`config.mk`:
```
export PLATFORM = sky130hd
export DESIGN_NAME = prefetch_queue
export DESIGN_NICKNAME = d
export VERILOG_FILES = /design/src/rtl/pfq_pkg.sv /design/src/rtl/pfq_fetch.sv /design/src/rtl/pfq_store.sv /design/src/rtl/pfq_issue.sv /design/src/rtl/prefetch_queue.sv
export SDC_FILE = /design/constraint.sdc
export NUM_CORES = 1
export LEC_CHECK = 0
export ABC_AREA = 1
export BUFFER_PORTS_ARGS = -buffer_cell sky130_fd_sc_hd__clkbuf_2
export CORE_ASPECT_RATIO = 1.1
export CORE_MARGIN = 8
export CORE_UTILIZATION = 57
export DETAILED_ROUTE_END_ITERATION = 10
export PLACE_DENSITY = 0.83
export SLEW_MARGIN = 10
export SYNTH_ARGS = -nofsm -noshare
export SYNTH_HDL_FRONTEND = slang
export SYNTH_SLANG_ARGS = --single-unit
```
`constraint.sdc`:
```
create_clock -name clk_i -period 1.9 [get_ports clk_i]
set_clock_uncertainty 0.2 [all_clocks]
set_input_delay 0.285 -clock clk_i [delete_from_list [all_inputs] [get_ports clk_i]]
set_output_delay 0.285 -clock clk_i [all_outputs]
set_load 0.02 [all_outputs]
```
`src/rtl/pfq_pkg.sv`:
```
package pfq_pkg;
  localparam int unsigned PFQ_WORD_W = 16;

  typedef logic [PFQ_WORD_W-1:0] pfq_word_t;

  typedef struct packed {
    logic      fault;
    pfq_word_t word;
  } pfq_entry_t;
endpackage

```
`src/rtl/pfq_fetch.sv`:
```
module pfq_fetch
  import pfq_pkg::*;
#(
  parameter int unsigned      ADDR_W     = 32,
  parameter logic [ADDR_W-1:0] RESET_ADDR = '0,
  parameter int unsigned      ADDR_STEP  = 2
) (
  input  logic              clk_i,
  input  logic              rst_ni,
  input  logic              flush_i,
  input  logic [ADDR_W-1:0] flush_addr_i,
  input  logic              space_i,
  input  logic              bus_ack_i,
  input  logic              bus_berr_i,
  input  pfq_word_t         bus_word_i,
  output logic              bus_req_o,
  output logic [ADDR_W-1:0] bus_addr_o,
  output logic              push_o,
  output pfq_entry_t        push_entry_o
);
  localparam logic [ADDR_W-1:0] STEP = ADDR_W'(ADDR_STEP);

  logic              halted_q;
  logic [ADDR_W-1:0] addr_q;
  logic              accept;

  assign bus_req_o  = !halted_q && space_i;
  assign bus_addr_o = addr_q;
  assign accept     = bus_req_o && bus_ack_i;
  assign push_o     = accept && !flush_i;
  assign push_entry_o = '{fault: bus_berr_i, word: bus_word_i};

  always_ff @(posedge clk_i or negedge rst_ni) begin
    if (!rst_ni) begin
      addr_q   <= RESET_ADDR;
      halted_q <= 1'b0;
    end else if (flush_i) begin
      addr_q   <= flush_addr_i;
      halted_q <= 1'b0;
    end else if (accept) begin
      addr_q <= addr_q + STEP;
      if (bus_berr_i) halted_q <= 1'b1;
    end
  end


  halt_after_fault_chk: assert property (@(posedge clk_i) disable iff (!rst_ni)
    (push_o && push_entry_o.fault) |=> !bus_req_o);


  flush_redirect_chk: assert property (@(posedge clk_i) disable iff (!rst_ni)
    flush_i |=> (bus_addr_o == $past(flush_addr_i)));


  addr_advance_chk: assert property (@(posedge clk_i) disable iff (!rst_ni)
    (!flush_i && !accept) |=> $stable(bus_addr_o));
endmodule

```
`src/rtl/pfq_store.sv`:
```
module pfq_store
  import pfq_pkg::*;
#(
  parameter int unsigned DEPTH = 4
) (
  input  logic       clk_i,
  input  logic       rst_ni,
  input  logic       flush_i,
  input  logic       wr_en_i,
  input  pfq_entry_t wr_entry_i,
  input  logic       rd_en_i,
  output pfq_entry_t head_o,
  output logic       empty_o,
  output logic       space_o
);
  localparam int unsigned PTR_W = (DEPTH > 1) ? $clog2(DEPTH) : 1;
  localparam int unsigned CNT_W = $clog2(DEPTH + 1);
  localparam logic [PTR_W-1:0] LAST = PTR_W'(DEPTH - 1);
  localparam logic [CNT_W-1:0] FULL = CNT_W'(DEPTH);

  pfq_entry_t       slot_q [DEPTH];
  logic [PTR_W-1:0] wr_ptr_q, rd_ptr_q;
  logic [CNT_W-1:0] count_q;

  function automatic logic [PTR_W-1:0] ptr_inc(input logic [PTR_W-1:0] p);
    return (p == LAST) ? '0 : p + 1'b1;
  endfunction

  for (genvar i = 0; i < DEPTH; i++) begin : g_slot
    always_ff @(posedge clk_i or negedge rst_ni) begin
      if (!rst_ni)                                    slot_q[i] <= '0;
      else if (flush_i)                               slot_q[i] <= '0;
      else if (wr_en_i && wr_ptr_q == PTR_W'(i))      slot_q[i] <= wr_entry_i;
    end
  end

  always_ff @(posedge clk_i or negedge rst_ni) begin
    if (!rst_ni) begin
      wr_ptr_q <= '0;
      rd_ptr_q <= '0;
      count_q  <= '0;
    end else if (flush_i) begin
      wr_ptr_q <= '0;
      rd_ptr_q <= '0;
      count_q  <= '0;
    end else begin
      if (wr_en_i) wr_ptr_q <= ptr_inc(wr_ptr_q);
      if (rd_en_i) rd_ptr_q <= ptr_inc(rd_ptr_q);
      case ({wr_en_i, rd_en_i})
        2'b10:   count_q <= count_q + 1'b1;
        2'b01:   count_q <= count_q - 1'b1;
        default: count_q <= count_q;
      endcase
    end
  end

  assign head_o  = slot_q[rd_ptr_q];
  assign empty_o = (count_q == '0);
  assign space_o = (count_q < FULL);


  no_underflow_chk: assert property (@(posedge clk_i) disable iff (!rst_ni)
    rd_en_i |-> (count_q != '0));


  no_overflow_chk: assert property (@(posedge clk_i) disable iff (!rst_ni)
    wr_en_i |-> (count_q != FULL));


  flush_empties_chk: assert property (@(posedge clk_i) disable iff (!rst_ni)
    flush_i |=> empty_o);
endmodule

```
`src/rtl/pfq_issue.sv`:
```
module pfq_issue (
  input  logic clk_i,
  input  logic rst_ni,
  input  logic flush_i,
  input  logic take_i,
  input  logic empty_i,
  input  logic head_fault_i,
  output logic valid_o,
  output logic pop_o,
  output logic exc_o
);
  logic done_q, exc_q;

  assign valid_o = !empty_i && !done_q;
  assign pop_o   = take_i && valid_o && !flush_i;
  assign exc_o   = exc_q;

  always_ff @(posedge clk_i or negedge rst_ni) begin
    if (!rst_ni) begin
      done_q <= 1'b0;
      exc_q  <= 1'b0;
    end else if (flush_i) begin
      done_q <= 1'b0;
      exc_q  <= 1'b0;
    end else begin
      exc_q <= pop_o && head_fault_i;
      if (pop_o && head_fault_i) done_q <= 1'b1;
    end
  end


  exc_single_pulse_chk: assert property (@(posedge clk_i) disable iff (!rst_ni)
    exc_o |=> !exc_o);


  exc_blocks_issue_chk: assert property (@(posedge clk_i) disable iff (!rst_ni)
    exc_o |-> !valid_o);


  flush_no_exc_chk: assert property (@(posedge clk_i) disable iff (!rst_ni)
    flush_i |=> !exc_o);


  idle_take_chk: assert property (@(posedge clk_i) disable iff (!rst_ni)
    (take_i && !valid_o && !flush_i) |=> !exc_o);
endmodule

```
`src/rtl/prefetch_queue.sv`:
```
module prefetch_queue
  import pfq_pkg::*;
#(
  parameter int unsigned       ADDR_W     = 32,
  parameter int unsigned       DEPTH      = 4,
  parameter logic [ADDR_W-1:0] RESET_ADDR = '0
) (
  input  logic              clk_i,
  input  logic              rst_ni,
  input  logic              flush_i,
  input  logic [ADDR_W-1:0] flush_addr_i,
  output logic              fetch_req_o,
  output logic [ADDR_W-1:0] fetch_addr_o,
  input  logic              fetch_ack_i,
  input  logic [15:0]       fetch_word_i,
  input  logic              fetch_berr_i,
  output logic              issue_valid_o,
  output logic [15:0]       issue_word_o,
  input  logic              issue_take_i,
  output logic              issue_fault_o
);
  logic       space, empty, push, pop;
  pfq_entry_t push_entry, head;

  pfq_fetch #(
    .ADDR_W    (ADDR_W),
    .RESET_ADDR(RESET_ADDR),
    .ADDR_STEP (PFQ_WORD_W / 8)
  ) u_fetch (
    .clk_i       (clk_i),
    .rst_ni      (rst_ni),
    .flush_i     (flush_i),
    .flush_addr_i(flush_addr_i),
    .space_i     (space),
    .bus_ack_i   (fetch_ack_i),
    .bus_berr_i  (fetch_berr_i),
    .bus_word_i  (fetch_word_i),
    .bus_req_o   (fetch_req_o),
    .bus_addr_o  (fetch_addr_o),
    .push_o      (push),
    .push_entry_o(push_entry)
  );

  pfq_store #(
    .DEPTH(DEPTH)
  ) u_store (
    .clk_i     (clk_i),
    .rst_ni    (rst_ni),
    .flush_i   (flush_i),
    .wr_en_i   (push),
    .wr_entry_i(push_entry),
    .rd_en_i   (pop),
    .head_o    (head),
    .empty_o   (empty),
    .space_o   (space)
  );

  pfq_issue u_issue (
    .clk_i       (clk_i),
    .rst_ni      (rst_ni),
    .flush_i     (flush_i),
    .take_i      (issue_take_i),
    .empty_i     (empty),
    .head_fault_i(head.fault),
    .valid_o     (issue_valid_o),
    .pop_o       (pop),
    .exc_o       (issue_fault_o)
  );

  assign issue_word_o = head.word;


  no_fetch_time_exc_chk: assert property (@(posedge clk_i) disable iff (!rst_ni)
    (empty && !issue_fault_o) |=> !issue_fault_o);
endmodule

```
* Yosys cells after proc, flatten, opt, wreduce, memory -nomap -nowiden *
Index checks and enable logic that the tools add are counted.

operators by class
  order comparisons = 2
  reductions and logical operators = 28
  bitwise logic cells = 1
  equal/unequal tests = 6
  add/sub/neg operators = 5
  mux-type cells = 27

operators with widths
  kind                     count
  $mux W17                 10
  $mux W32                 2
  $bmux W17 S2             1
  $add A32 B2 Y32 const B  1
  $reduce_bool A2 Y1       9
  $mux W2                  6
  $logic_and A1 B1 Y1      11
  $eq A2 B2 Y1 const B     4
  $mux W1                  6
  $pmux W3 S2              1
  $add A2 B1 Y2 const B    2
  $eq A2 B1 Y1 const B     2
  $logic_not A1 Y1         4
  $add A3 B1 Y3 const B    1
  $ge A3 B3 Y1 const B     1
  $logic_not A3 Y1         1
  $lt A3 B3 Y1 const B     1
  $mux W3                  1
  $not A2 Y3               1
  $reduce_bool A3 Y1       1
  $sub A3 B1 Y3 const B    1
  $logic_not A2 Y1         1
  $reduce_and A2 Y1        1

word-level totals
  output and inout port bits = 51
  input port bits = 54
  word-level logic and storage cells = 84
  flip-flop bits (word level) = 110

* Depth between registers and ports, before layout *
  word-level depth = 8
  mapped depth = 10
  depth with buffers taken out = 10

* Hierarchy *
From an unflattened synthesis, not the netlist that was laid out.

second synthesis, totals
  cell total of the unflattened synthesis = 874
  area total of the unflattened synthesis = 6,501.2 um2

modules (own cells, without submodules)
  module     cells an instance  area each (um2)  instances  sequential area each (um2)
  pfq_store  480                3,856.2          1          1,876.8
  pfq_fetch  382                2,548.7          1          825.8
  pfq_issue  12                 96.3             1          50.0

* Least setup slack after synthesis *
No wires, ideal clock.

  path kind = register -> register
  start = register u_store.count_q[2]
  end = register u_store.count_q[2]
  required time = 1.583 ns
  clock period less this slack = 1.914 ns
  setup slack = -0.014 ns
  arrival = 1.596 ns
  setup time = 0.117 ns
  cell stages (with the launch flop) = 10
  cell sequence = dfrtp_1 nor2_2 nand2_4 nand2_2 nor2_1 fa_1 inv_1 nand3_1 nand3_1 nand2_1

between the ends
  elaborated cells between the ends (all ways) = 16
  classes of those cells = 2 x add/sub; 1 x order compare; 2 x eq/ne; 2 x mux; 9 x reduce/logical

RTL lines
  item                                                 line                  text
  from (decl)                                          pfq_store.sv:23       logic [CNT_W-1:0] count_q;
  from (signal assigned)                               pfq_store.sv:50       2'b10: count_q <= count_q + 1'b1;
  from (signal assigned)                               pfq_store.sv:51       2'b01: count_q <= count_q - 1'b1;
  from (signal assigned)                               pfq_store.sv:52       default: count_q <= count_q;
  $lt A3 B3 Y1 *                                       pfq_store.sv:59       assign space_o = (count_q < FULL);
  $logic_and A1 B1 Y1 *                                pfq_fetch.sv:27       assign bus_req_o = !halted_q && space_i;
  net fetch_req_o                                      prefetch_queue.sv:12  output logic fetch_req_o,
  $logic_and A1 B1 Y1 *                                pfq_fetch.sv:29       assign accept = bus_req_o && bus_ack_i;
  $logic_and A1 B1 Y1 *                                pfq_fetch.sv:30       assign push_o = accept && !flush_i;
  $eq A2 B1 Y1 / $eq A2 B2 Y1 (equally long branches)  pfq_store.sv:49       case ({wr_en_i, rd_en_i})
  $pmux W3 S2                                          pfq_store.sv:49
  $mux W3                                              pfq_store.sv:42       end else if (flush_i) begin

Mark *: on every way through the listed nets, which the timed path passes. The rest lies on a longest branch.
A chain may end at the register's enable or synchronous reset.

* Worst setup path in the final report *
  start = register u_store.rd_ptr_q[0]
  end = output port issue_word_o[2]

between the ends
  word-level cells in the longest chain between the ends = 4

ends and longest elaborated chain
  item                                         line                  text
  from (decl)                                  pfq_store.sv:22       logic [PTR_W-1:0] wr_ptr_q, rd_ptr_q;
  from (signal assigned)                       pfq_store.sv:48       if (rd_en_i) rd_ptr_q <= ptr_inc(rd_ptr_q);
  $not A2 Y3 (not written as such)             pfq_store.sv:57       assign head_o = slot_q[rd_ptr_q];
  $bmux W17 S2                                 pfq_store.sv:57
  $mux W17 (not written as such) (2 in a row)  pfq_store.sv:57
  to (decl)                                    prefetch_queue.sv:18  output logic [15:0] issue_word_o,

Every way passes these cells. The select of a mux whose other input is x is not followed.

==> flow_results.org <==
** Status
- The flow ran to the end, but the final reports show violations.
- The final reports fail on setup timing.

** Clock tree
- H-tree Lvls :: 3
- Counting the buffers created by CTS gives 9.
- Clock root buffer :: sky130_fd_sc_hd__clkbuf_16
- TritonCTS built the clock tree.
- Clock transition time at the flip-flop clock pins of the worst setup and hold paths :: 0.07 ns
- At the later pin of the worst-skew pair, clock insertion delay measures 0.35 ns.
- Num Clock Sinks :: 110
- CTS Buffer Depth :: 2

** STA
- The hold violation total from the final report is 0.
- The smallest clock period supported by the final layout is computed as 2.05 ns.
- Actual transition at the worst max-transition pin :: 0.459 ns
- Across all setup checks in the final design, the least slack found is -0.146 ns.
- Tcrit/Tclk final :: 108%
- The number of pins exceeding their max-slew limit in the final report is 0.
- Setup Total Neg Slack :: -1.23 ns
- Setup repair after global routing could not meet its margin everywhere.
- Total setup violations reported at the end of the flow :: 15
- Max-slew headroom :: 69.3%
- Timing would allow up to 489 MHz.

** Route
- The count of nets left with antenna violations once routing finished came out at 0.
- Pre-antenna DRT Iters :: 5
- The routed design has 18000 microns of wire.
- After detailed routing, the average wire length per cell comes to 16.5 microns.
- Routed via count :: 5934
- In the routed layout, each cell is associated on average with a via count of 5.44.
- Initial DRC Count :: 384
- In the routed design, unresolved DRC markers number 0.

** Yosys
- Complex-gate fraction of the synthesized area :: 10.5%
- After synthesis, the share of cell area in mux cells is 2.04%.
- Count of warnings emitted by yosys :: 0
- Largest family of logic cells by synthesized area :: simple AND/OR/NAND/NOR gates
- Synthesis instantiated 37 different standard cells from the library.
- Of the total synthesized cell area, the portion taken by AND, OR, NAND and NOR gates is 31.3%.
- Synthesized netlist net count :: 862
- Average cell area after synthesis :: 7.57 sq um
- Post-synthesis share of cell area spent on xor and xnor gates :: 2.02%
- Synthesis produced 801 cells.
- Mapped Area :: 0.00606 sq mm
- After synthesis, flip-flops and latches occupy 45.4% of the total area.
- Counting flops and latches in the post-synthesis netlist gives 110.
- Of the total synthesized cell area, the portion taken by full adders, half adders and majority gates is 1.57%.

** GRT
- Entering global routing, the biggest net connects 52 pins.
- The initial antenna violation count came to 0.
- The via count of the first global-routing pass is 6237.
- First-pass GRT wire length :: 29200 microns
- For this run, the total global-route usage over all layers was measured as 26.2%.
- After global routing the overflow that remains totals 0.

** Cells and area
- After routing the design area is 0.00775 sq mm.
- Final core area utilization :: 74.5%
- Number of nets at the end of the flow :: 1003
- Share of post-route cells with drive strength above 1 :: 26.2%
- Area added between synthesis and finish :: 27.7%

** Power
- Pwr dens :: 1140 mW/mm^2
- P_leak :: 3.89 nW
- Max IR drop VDD :: 0.000536 V

** Setup path
- Chain of cells forming the critical path :: clkinv_4 > buf_12 > buf_16 > o21ai_2 > o22ai_1 > buf_4
- Type of element capturing the critical path :: output port
- Counting both buffers and inverters, the worst setup path holds a total of 4.
- Critical path's largest stage delay :: 0.41 ns
- Data on the critical path arrives at its endpoint at 1.56 ns.
- The worst setup path is of the flop to output port kind.
- Required time of the critical path :: 1.41 ns
- Worst Setup Start Kind :: flop
- Highest net fanout along the worst path :: 7
- The slowest stage of the critical path belongs to the cell sky130_fd_sc_hd__dfrtp_2.
- Grouping stages by cell kind, the critical path spends the most delay in buffers and inverters.

** Floorplanning
- Row generation in the floorplan step produced 39 rows.
- In this run the count of I/O pins placed on the die edge is 105.
- Placeable core region :: 0.0104 sq mm
- Vertical die dimension :: 124 microns
- The die covers 0.0142 sq mm.
- The die is 114 microns wide.
- Once the floorplan was initialized, standard cells occupied 58.3% of the core.

** Job
- The tool flagged a number of max-cap violations equal to 0.

** Hold path
- Tightest Hold Check Type :: input port to flop

** Place
- The count of buffers added on input and output ports is 104.
- Routability-driven placement finished with a final weighted congestion of 0.928.
- Cell area after placement :: 0.00679 sq mm
- Half-perimeter wire length of the detailed placement result :: 11700 microns
-- per-layer routing --
metal / GRT usage [%] / vias up / wire [microns]
li1: - / 2836 / -
met1: 28.5 / 2789 / 6840
met2: 46.4 / 240 / 9360
met3: 5.97 / 69 / 1130
met4: 15.1 / 0 / 712
met5: 0 / - / 0
-- cells in the final DEF (no fill, tap or decap), drive strengths merged, types with 14 or more instances in the layout --
| cell type | n |
|---|---|
| buf | 51 |
| clkbuf | 102 |
| dfrtp | 110 |
| dlygate4sd3 | 23 |
| inv | 62 |
| nand2 | 309 |
| nand3 | 35 |
| nor2 | 98 |
| o21ai | 75 |
| o22ai | 14 |
-- sequential cells by signal, summed over array words and instances (netlist names) --
| name | cells |
|---|---|
| u_fetch.bus_addr_o | 32 |
| u_fetch.halted_q | 1 |
| u_issue.done_q | 1 |
| u_issue.exc_o | 1 |
| u_store.count_q | 3 |
| u_store.rd_ptr_q | 2 |
| u_store.slot_q | 68 |
| u_store.wr_ptr_q | 2 |
-- power by group --
group | internal [mW] | switching [mW]
registers | 2.71 | 0.384
logic | 1.58 | 2.26
clock network | 0.977 | 0.885
-- metrics by stage --
step	hold WS, ns	worst slack [ns]	instances	total power [mW]
global placement	0.00661	0.178	1037	5.97
detailed placement	0.00955	0.0859	1037	6.04
finish	0.0345	-0.146	1091	8.80
floorplan	-0.211	0.0772	801	4.99
CTS	0.00690	-0.124	1089	8.58
global route	0.0379	-0.217	1090	9.25
-- cell families (layout without fill, tap and decap cells) --
group | count (synthesis) | count (layout)
buffers and inverters | 94 | 240
AND/OR/NAND/NOR | 453 | 453
adder cells (fa/ha/maj) | 7 | 7
other | 0 | 1
flip-flops | 110 | 110
XOR/XNOR | 14 | 14
multiplexers | 11 | 11
AO/OA/AOI/OAI | 112 | 112
-- worst register-to-register path, delay by kind of cell (launching register included) --
family / cells / cell delay (ns)
DFF: 1 / 0.44
and+or+nand+nor: 4 / 0.58
buffers and inverters: 1 / 0.11
muxes: 1 / 0.37
-- synth_stat cells (all sizes together) --
cell	instances	area [sq um]
inv	60	230
dfrtp	110	2750
nand2	309	1210
o211ai	8	70.1
o21bai	4	30.0
fa	1	20.0
o21ai	75	383
o22ai	14	87.6
clkbuf	11	41.3
mux2	11	124
buf	22	156
clkinv	1	3.75
nand4	4	25.0
nand3b	7	52.6
nand3	35	180
ha	6	75.1
nor2	98	428
a21oi	7	38.8
xor2	11	96.3
o31ai	2	15.0
a21boi	1	7.51
a31oi	1	6.26
xnor2	3	26.3
-- layout make-up --
class	instances	area (sq um)
antenna	1	2.50
clock buffer	13	260
clock inverter	3	26.3
fill	770	2650
inverter	61	239
multi-input combinational	597	3060
sequential	110	2750
tap	143	179
timing repair buffer	163	1230
-- repair_timing --
action | 4_1_cts | 5_1_grt
gates resized for setup | 76 | 49
pin swaps | 11 | 3
buffers inserted | 10 | 3
hold endpoints to repair | 84 | 0
cloned | 3 | 0
setup endpoints to repair | 16 | 23
hold buffers | 23 | 0
-- worst paths after layout --
kind	startpoint	end	slack (ns)	depth (start not counted)
min reg2reg	u_store.slot_q[0]	u_store.slot_q[0]	0.28	2
max in group asynchronous	rst_ni	u_fetch.bus_addr_o[14]	0.73	3
min	fetch_word_i[12]	u_store.slot_q[46]	0.03	3
max	u_store.rd_ptr_q[0]	issue_word_o[2]	-0.15	6
min in group asynchronous	rst_ni	u_store.slot_q[65]	0.18	2
max reg2reg	u_store.count_q[2]	u_store.slot_q[22]	0.10	6
(Power assumes the default switching activity.)
